$ cat config.mk
export PLATFORM = sky130hd
export DESIGN_NAME = spi_byte_master
export DESIGN_NICKNAME = d
export VERILOG_FILES = /design/src/rtl/spi_pkg.sv /design/src/rtl/spi_half_timer.sv /design/src/rtl/spi_shift_engine.sv /design/src/rtl/spi_byte_master.sv
export SDC_FILE = /design/constraint.sdc
export NUM_CORES = 1
export LEC_CHECK = 0
export BUFFER_PORTS_ARGS = -buffer_cell sky130_fd_sc_hd__buf_2
export CORE_MARGIN = 1
export CORE_UTILIZATION = 40
export DETAILED_ROUTE_END_ITERATION = 7
export PLACE_DENSITY = 0.67
export SETUP_SLACK_MARGIN = 0.2
export SLEW_MARGIN = 40
export SYNTH_ARGS = -nofsm -noshare
export SYNTH_HDL_FRONTEND = slang
export SYNTH_SLANG_ARGS = --single-unit
$ cat constraint.sdc
create_clock -name clk -period 7.47 [get_ports clk]
set_input_delay 0.747 -clock clk [delete_from_list [all_inputs] [get_ports clk]]
set_output_delay 0.747 -clock clk [all_outputs]
set_load 0.01 [all_outputs]
$ cat src/rtl/spi_pkg.sv
`timescale 1ns/1ps
package spi_pkg;
    typedef enum logic [1:0] {
        A_CTRL = 2'd0,
        A_DIV  = 2'd1,
        A_STAT = 2'd2,
        A_DATA = 2'd3
    } reg_addr_e;

    localparam int CTRL_EN   = 0;
    localparam int CTRL_MSTR = 1;
    localparam int CTRL_CPOL = 2;
    localparam int CTRL_CPHA = 3;

    localparam int STAT_DONE = 0;
    localparam int STAT_WCOL = 1;
    localparam int STAT_BUSY = 2;
endpackage

$ cat src/rtl/spi_half_timer.sv
`timescale 1ns/1ps
module spi_half_timer #(
    parameter int CW = 8
) (
    input  logic          clk,
    input  logic          rst_n,
    input  logic          run,
    input  logic [CW-1:0] half,
    output logic          tick
);
    logic [CW-1:0] cnt_d, cnt_q;
    logic [CW-1:0] lim;

    always_comb begin
        // Half-periods below two system clocks are raised to two.
        lim   = (half < CW'(2)) ? CW'(2) : half;
        tick  = run && (cnt_q == lim - CW'(1));
        cnt_d = cnt_q + CW'(1);
        if (!run || tick) begin
            cnt_d = '0;
        end
    end

    always_ff @(posedge clk or negedge rst_n) begin
        if (!rst_n) begin
            cnt_q <= '0;
        end else begin
            cnt_q <= cnt_d;
        end
    end
endmodule

$ cat src/rtl/spi_shift_engine.sv
`timescale 1ns/1ps
module spi_shift_engine #(
    parameter int W = 8
) (
    input  logic         clk,
    input  logic         rst_n,
    input  logic         start,
    input  logic [W-1:0] tx_in,
    input  logic         cpol,
    input  logic         cpha,
    input  logic         tick,
    input  logic         miso,
    output logic         busy,
    output logic         sck,
    output logic         mosi,
    output logic         done,
    output logic [W-1:0] rx_out
);
    localparam int EW = $clog2(2 * W);
    localparam logic [EW-1:0] LAST = EW'(2 * W - 1);

    typedef struct packed {
        logic          busy;
        logic [EW-1:0] ecnt;
        logic          sck;
        logic          mosi;
        logic [W-1:0]  txs;
        logic [W-1:0]  rxs;
    } eng_t;

    eng_t st_d, st_q;
    logic lead;
    logic smp;
    logic [W-1:0] rx_nx;

    always_comb begin
        st_d   = st_q;
        done   = 1'b0;
        rx_out = st_q.rxs;
        lead   = ~st_q.ecnt[0];
        // Phase 0 samples on leading edges, phase 1 on trailing edges.
        smp    = lead ^ cpha;
        rx_nx  = {st_q.rxs[W-2:0], miso};

        if (!st_q.busy) begin
            st_d.sck = cpol;
            if (start) begin
                st_d.busy = 1'b1;
                st_d.ecnt = '0;
                st_d.rxs  = '0;
                if (!cpha) begin
                    st_d.mosi = tx_in[W-1];
                    st_d.txs  = {tx_in[W-2:0], 1'b0};
                end else begin
                    st_d.txs  = tx_in;
                end
            end
        end else if (tick) begin
            st_d.sck  = ~st_q.sck;
            st_d.ecnt = st_q.ecnt + 1'b1;
            if (smp) begin
                st_d.rxs = rx_nx;
            end else begin
                st_d.mosi = st_q.txs[W-1];
                st_d.txs  = {st_q.txs[W-2:0], 1'b0};
            end
            if (st_q.ecnt == LAST) begin
                st_d.busy = 1'b0;
                done      = 1'b1;
                rx_out    = smp ? rx_nx : st_q.rxs;
            end
        end
    end

    always_ff @(posedge clk or negedge rst_n) begin
        if (!rst_n) begin
            st_q <= '0;
        end else begin
            st_q <= st_d;
        end
    end

    assign busy = st_q.busy;
    assign sck  = st_q.sck;
    assign mosi = st_q.mosi;
endmodule

$ cat src/rtl/spi_byte_master.sv
`timescale 1ns/1ps
module spi_byte_master
    import spi_pkg::*;
#(
    parameter int DATA_W = 8,
    parameter int DIV_W  = 8
) (
    input  logic              clk,
    input  logic              rst_n,
    input  logic              reg_wr,
    input  logic              reg_rd,
    input  logic [1:0]        reg_addr,
    input  logic [DATA_W-1:0] reg_wdata,
    output logic [DATA_W-1:0] reg_rdata,
    output logic              sck,
    output logic              mosi,
    input  logic              miso
);
    localparam int PAD_CTRL = DATA_W - 4;
    localparam int PAD_STAT = DATA_W - 3;

    typedef struct packed {
        logic              en;
        logic              mstr;
        logic              cpol;
        logic              cpha;
        logic [DIV_W-1:0]  div;
        logic [DATA_W-1:0] rxd;
        logic              done;
        logic              wcol;
        logic              armed;
    } top_t;

    top_t st_d, st_q;
    reg_addr_e addr;
    logic xfer_start;
    logic data_wr;
    logic eng_busy;
    logic eng_done;
    logic tick;
    logic [DATA_W-1:0] eng_rx;
    logic cfg_cpol, cfg_en, flag_done, flag_wcol;

    assign addr = reg_addr_e'(reg_addr);

    always_comb begin
        st_d       = st_q;
        data_wr    = reg_wr && (addr == A_DATA);
        xfer_start = data_wr && st_q.en && st_q.mstr && !eng_busy;

        if (reg_wr && addr == A_CTRL) begin
            st_d.en = reg_wdata[CTRL_EN];
            if (!st_q.en) begin
                st_d.mstr = reg_wdata[CTRL_MSTR];
                st_d.cpol = reg_wdata[CTRL_CPOL];
                st_d.cpha = reg_wdata[CTRL_CPHA];
            end
        end
        if (reg_wr && addr == A_DIV && !st_q.en) begin
            st_d.div = reg_wdata[DIV_W-1:0];
        end
        if (data_wr && eng_busy) begin
            st_d.wcol = 1'b1;
        end
        // First step of the clear handshake: a status read that sees a flag.
        if (reg_rd && addr == A_STAT && (st_q.done || st_q.wcol)) begin
            st_d.armed = 1'b1;
        end
        // Second step: a data read after the armed status read.
        if (reg_rd && addr == A_DATA && st_q.armed) begin
            st_d.done  = 1'b0;
            st_d.wcol  = 1'b0;
            st_d.armed = 1'b0;
        end
        // A new completion wins over a clear in the same cycle.
        if (eng_done) begin
            st_d.done = 1'b1;
            st_d.rxd  = eng_rx;
        end
    end

    always_ff @(posedge clk or negedge rst_n) begin
        if (!rst_n) begin
            st_q <= '0;
        end else begin
            st_q <= st_d;
        end
    end

    always_comb begin
        unique case (addr)
            A_CTRL:  reg_rdata = {{PAD_CTRL{1'b0}}, st_q.cpha, st_q.cpol, st_q.mstr, st_q.en};
            A_DIV:   reg_rdata = DATA_W'(st_q.div);
            A_STAT:  reg_rdata = {{PAD_STAT{1'b0}}, eng_busy, st_q.wcol, st_q.done};
            default: reg_rdata = st_q.rxd;
        endcase
    end

    spi_half_timer #(.CW(DIV_W)) u_timer (
        .clk   (clk),
        .rst_n (rst_n),
        .run   (eng_busy),
        .half  (st_q.div),
        .tick  (tick)
    );

    spi_shift_engine #(.W(DATA_W)) u_engine (
        .clk    (clk),
        .rst_n  (rst_n),
        .start  (xfer_start),
        .tx_in  (reg_wdata),
        .cpol   (st_q.cpol),
        .cpha   (st_q.cpha),
        .tick   (tick),
        .miso   (miso),
        .busy   (eng_busy),
        .sck    (sck),
        .mosi   (mosi),
        .done   (eng_done),
        .rx_out (eng_rx)
    );

    assign cfg_cpol  = st_q.cpol;
    assign cfg_en    = st_q.en;
    assign flag_done = st_q.done;
    assign flag_wcol = st_q.wcol;
endmodule

==> results of run 1 <==
per-layer routing:
layer,vias to the layer above,wire length (microns),share of wire
li1,1181,-,-
met1,1207,3490,0.48
met2,43,3420,0.47
met3,9,224,0.031
met4,0,117,0.016
met5,-,0,0
area by class of cell:
cell class | instances | area share
inverters | 5 | 0.00543
well taps | 99 | 0.0359
repair buffers | 28 | 0.0435
multi-input cells | 231 | 0.490
flip-flops and latches | 54 | 0.391
clock inverters | 3 | 0.0141
clock buffers | 5 | 0.0199
stage by stage:
step | hold slack [ns] | instance area, sq um | total power [W] | setup WS (ns)
floorplan | 0.451 | 3140 | 0.000758 | 3.86
global placement | 0.487 | 3320 | 0.000860 | 3.37
detailed placement | 0.494 | 3330 | 0.000869 | 3.25
CTS | 0.520 | 3450 | 0.00108 | 3.23
global route | 0.540 | 3450 | 0.00115 | 2.89
finish | 0.519 | 3450 | 0.00107 | 3.23
power breakdown:
group	leakage (nW)	internal [W]	switching, W
clock	0.0563	0.000102	0.000104
sequential	0.688	0.000372	0.000108
combinational	0.766	0.000173	0.000212
logic make-up after synthesis:
family	count (synthesis)	share of synthesized area
simple gates	119	0.200
compound gates	56	0.136
flops	54	0.430
mux	42	0.156
buf+inv	24	0.0354
xor+xnor	11	0.0307
fa+ha+maj	3	0.0119
worst max-delay path: stages (launching register included):
cell and delay (ns):
dfrtp_1 0.47, or3_1 0.41, o31ai_1 0.39, ha_1 0.31, xnor2_1 0.13, a221oi_1 0.21
o211ai_1 0.19, or4_1 0.88, nor4_4 0.72, mux2_2 0.41
cells in the mapped netlist, types with 5 or more instances:
master     n  area (sq um)
a31oi_1    5          31.3
dfrtp_1   54          1350
xor2_1     6          52.6
mux2i_1   13           130
nand4_1   11          68.8
inv_1      5          18.8
nand3_1   16          80.1
o21bai_1   5          37.5
a21oi_1    7          35.0
nor2_1    20          75.1
nor2b_1    7          43.8
o211ai_1   8          60.1
o221a_2    7          78.8
mux2_2    26           293
nor4_1     5          31.3
xnor2_1    5          43.8
o21ai_0   10          50.1
clkbuf_1  13          48.8
nand2_1   33           124
flip-flops by register name, indices dropped and copies added, names as in the netlist, 7 cells and up:
register and flops:
st_q 19, u_engine.st_q 13, u_timer.cnt_q 8, u_engine.rx_nx 7
worst max-delay path by stage:
stage / startpoint / endpoint / slack (ns) / depth (start not counted)
2_1_floorplan: st_q[16]$_DFFE_PN0P_ / st_q[10]$_DFFE_PN0P_ / 3.86 / 11
3_3_place_gp: st_q[17]$_DFFE_PN0P_ / st_q[8]$_DFFE_PN0P_ / 3.37 / 9
3_5_place_dp: st_q[17]$_DFFE_PN0P_ / st_q[8]$_DFFE_PN0P_ / 3.25 / 9
4_1_cts: st_q[17]$_DFFE_PN0P_ / st_q[10]$_DFFE_PN0P_ / 3.23 / 9
5_1_grt: st_q[17]$_DFFE_PN0P_ / st_q[9]$_DFFE_PN0P_ / 2.89 / 9
6_report: st_q[17]$_DFFE_PN0P_ / st_q[10]$_DFFE_PN0P_ / 3.23 / 9
==> flow_summary.ini, run 1 <==
[critical_path]
crit_fanout = 18
cp.arrival_ns = 4.43
r2r_end = st_q[10]$_DFFE_PN0P_
rrSetupSlack_ns = 3.23
reg2reg_from = st_q[17]$_DFFE_PN0P_
endpoint_kind = flip-flop
start_kind = flip-flop
reg2reg_depth = 9
critical_path_required_ns = 7.66
path_class = flip-flop to flip-flop

[hold_path]
hold_end = st_q[9]$_DFFE_PN0P_
hold_class = flip-flop to flip-flop
holdPathStages = 1
min_from = st_q[9]$_DFFE_PN0P_

[run_status]
status = finished clean

[finish]
n_antenna_cell = 0
nets = 343
multiInputGateArea_sq_um = 1690
final_cell_mix = dfrtp_1 (54), nand2_1 (33), mux2_2 (26), buf_2 (24), nor2_1 (20)
nFillCells = 731
final_layout_size_suffix_gt1_frac = 0.252
area_growth_pct = 9.87
stdcell_count = 425
mostFrequentLayoutCell = dfrtp_1
register_area_sq_um = 1350
fin_util = 0.466

[clock_tree]
htree_levels = 2
post_cts.repair.setup_buffers = 0
path_clk_slew_ns = 0.09
clkLatencyLatePin_ns = 0.32
cts_inserted_buffers = 5
ctsResizeCount = 0
cts_root_buffer = clkbuf_8
cts_sinks = 54
cts_buffer_depth = 2
cts_hold_repair.buffers = 0
cts_tree = done

[floorplanning]
die_area_sq_um = 8220
die_x_microns = 90.6
core_area_sq_um = 7410
initial_core_util = 0.424
row_count = 31
boundaryPins = 25
die_h_microns = 90.6

[global_routing]
use_met3 = 0.0303
grt_max_degree = 55
grt_use_total = 0.190
grt_pass1_vias = 2507
grt_pass1_wl_microns = 12400
grt.busiest_layer = met2
antenna_found_initial = 0
grtUsageMet1 = 0.257
grt_overflow = 0
globalRouteMet2Util = 0.311

[timing]
worst_slew_pin_slew_ns = 0.704
finalCritPeriodShare = 0.568
setup_viol = 0
finalHoldViolCount = 0
slew_viol_final = 0
relSlewSlack = 0.529
fin_crit_ns = 4.24
fin_skew_ns = 0.0195
fin_tns_setup_ns = 0
rsz0062_at_grt = false
timing.fmax_mhz = 236

[synthesis]
synth_warnings = 0
synth.distinct_cells = 48
syn_inst = 309
syn-num-nets = 327
netlist_area_sq_um = 3140
synth_flop_cell = dfrtp_1
synth.avg_cell_area_sq_um = 10.2
synth_edf_count = 0
async_reset_ff_frac = 1.00
synth-seq-cells = 54
ys_seq_area_frac = 0.430

[drt]
vias_per_cell = 5.74
vias = 2440
postRouteAntennaNets = 0
wl_microns = 7250
dr.pass1.iters = 4
drt_iter0_drc = 124
drc = 0
wl_per_cell_microns = 17.1

[placement]
dp.cells = 417
place_congestion = 0.883
dp_hpwl_microns = 5230
io_buffer_count = 24

[power]
power.density_nw_per_um2 = 310
p_leak_nw = 1.51
peakVddDrop_mv = 0.109

[flow_run]
maxCapViolations = 0
No activity file was read; power rests on OpenSTA's default activity.
==> run 2, diff against run 1 <==
Clock period 7.47 ns to 4 ns, I/O delays scaled along.
==> run 2 against run 1 <==
  * First-iteration DRC count decreased by 9.7%
  * Register-to-register slack got worse by 2.8 ns
  * Sequential cell count unchanged
  * Non-clock buffer count increased by 11
  * Global-route usage increased by 0.75 points
  * Critical endpoint is now u_engine.st_q[12]$_DFFE_PN0P_
  * Fmax increased by 19%
  * Core utilization increased by 1.3 points
==> flow_summary.ini, run 2 (synthesis gave the netlist of run 1 again) <==
[finish]
stdcell_count = 436
final_cell_mix = dfrtp_1 (54), nand2_1 (33), mux2_2 (26), buf_2 (24), nor2_1 (20)
n_antenna_cell = 0
area_growth_pct = 12.9
mostFrequentLayoutCell = dfrtp_1
fin_util = 0.479
final_layout_size_suffix_gt1_frac = 0.279
nets = 354
nFillCells = 734
top_regs = st_q x19, u_engine.st_q x13, u_timer.cnt_q x8
largest_reg_flops = 19
top_register = st_q
register_area_sq_um = 1350
multiInputGateArea_sq_um = 1710

[clock_tree]
htree_levels = 2
path_clk_slew_ns = 0.11
cts_inserted_buffers = 5
cts_root_buffer = clkbuf_8
cts_sinks = 54
cts_tree = done
cts_buffer_depth = 2
clkLatencyLatePin_ns = 0.32

[drt]
drt_iter0_drc = 112
vias = 2500
drc = 0
postRouteAntennaNets = 0
vias_per_cell = 5.73
wl_per_cell_microns = 17.4
dr.pass1.iters = 4
wl_microns = 7600

[timing]
fin_tns_setup_ns = 0
fin_crit_ns = 3.58
finalHoldViolCount = 0
rsz0062_at_grt = false
worst_slew_pin_slew_ns = 0.652
relSlewSlack = 0.562
slew_viol_final = 0
timing.fmax_mhz = 279
finalCritPeriodShare = 0.894
fin_skew_ns = 0.0106
setup_viol = 0

[critical_path]
r2r_end = u_engine.st_q[12]$_DFFE_PN0P_
cp.arrival_ns = 3.80
endpoint_kind = flip-flop
reg2reg_from = st_q[15]$_DFFE_PN0P_
rrSetupSlack_ns = 0.42
start_kind = flip-flop
critical_path_required_ns = 4.22
path_class = flip-flop to flip-flop
reg2reg_depth = 9
crit_fanout = 9

[global_routing]
grt_overflow = 0
grt_pass1_vias = 2433
antenna_found_initial = 0
grt_use_total = 0.197
grt_max_degree = 41
grt_pass1_wl_microns = 12700

[floorplanning]
die_area_sq_um = 8220
die_h_microns = 90.6
core_area_sq_um = 7410
die_x_microns = 90.6
boundaryPins = 25
initial_core_util = 0.424
row_count = 31

[placement]
io_buffer_count = 24
dp.cells = 426
dp_hpwl_microns = 5470
place_congestion = 0.937

[run_status]
status = finished clean

[power]
p_leak_nw = 1.57
power.density_nw_per_um2 = 582
finalPower_w = 0.00206
peakVddDrop_mv = 0.236

[hold_path]
min_from = reg_rd
holdPathStages = 2
hold_end = st_q[0]$_DFFE_PN0P_
hold_class = primary input to flip-flop

[flow_run]
maxCapViolations = 0
[run 2: worst max-delay path by stage]
stage                                    start  cells after the start                             to
after floorplan           st_q[16]$_DFFE_PN0P_                     11           st_q[10]$_DFFE_PN0P_
after global placement    st_q[15]$_DFFE_PN0P_                     10  u_engine.st_q[14]$_DFFE_PN0P_
after detailed placement  st_q[15]$_DFFE_PN0P_                      9  u_engine.st_q[12]$_DFFE_PN0P_
after CTS                 st_q[15]$_DFFE_PN0P_                      9  u_engine.st_q[12]$_DFFE_PN0P_
after global routing      st_q[15]$_DFFE_PN0P_                     10            st_q[3]$_DFFE_PN0P_
final                     st_q[15]$_DFFE_PN0P_                      9  u_engine.st_q[12]$_DFFE_PN0P_
[run 2: critical path, cell delays in order, from the launching register on]
cell and delay (ns):
dfrtp_1 0.46, or3_1 0.46, o31ai_4 0.28, ha_2 0.32, xnor2_1 0.12, a221oi_1 0.21, o211ai_1 0.18, or4_4 0.59
or4_4 0.57, o221a_2 0.30
[run 2: cell type report]
| type | count | area share |
|---|---|---|
| tap | 99 | 0.0349 |
| timing repair buffer | 39 | 0.0663 |
| inverter | 5 | 0.00529 |
| clock buffer | 5 | 0.0194 |
| clock inverter | 3 | 0.0123 |
| multi-input combinational | 231 | 0.481 |
| sequential | 54 | 0.381 |
[run 2: metal layers]
layer | up-vias | track usage | share of wire
met5 | - | 0 | 0
met4 | 0 | 0.0699 | 0.016
met3 | 8 | 0.0261 | 0.037
met2 | 49 | 0.311 | 0.47
met1 | 1242 | 0.277 | 0.48
li1 | 1201 | - | -
[run 2: what timing repair did]
item                                    CTS  global route
gates resized for setup                   0             5
hold buffers                              1             0
setup buffers                             0             1
endpoints found under the setup margin    0            17
hold endpoints to repair                 14             0
[run 2: per-stage QoR]
| step | hold WS, ns | worst slack [ns] | cell area [sq um] |
|---|---|---|---|
| global route | 0.341 | 0.223 | 3550 |
| finish | 0.333 | 0.422 | 3550 |
| CTS | 0.320 | 0.269 | 3510 |
| floorplan | 0.104 | 0.386 | 3140 |
| detailed placement | 0.336 | 0.286 | 3390 |
| global placement | 0.327 | 0.308 | 3390 |
[run 2: power by group]
part	leakage, nW	internal (W)	switching (W)
sequential	0.688	0.000694	0.000203
clock	0.0585	0.000188	0.000191
combinational	0.821	0.000364	0.000422
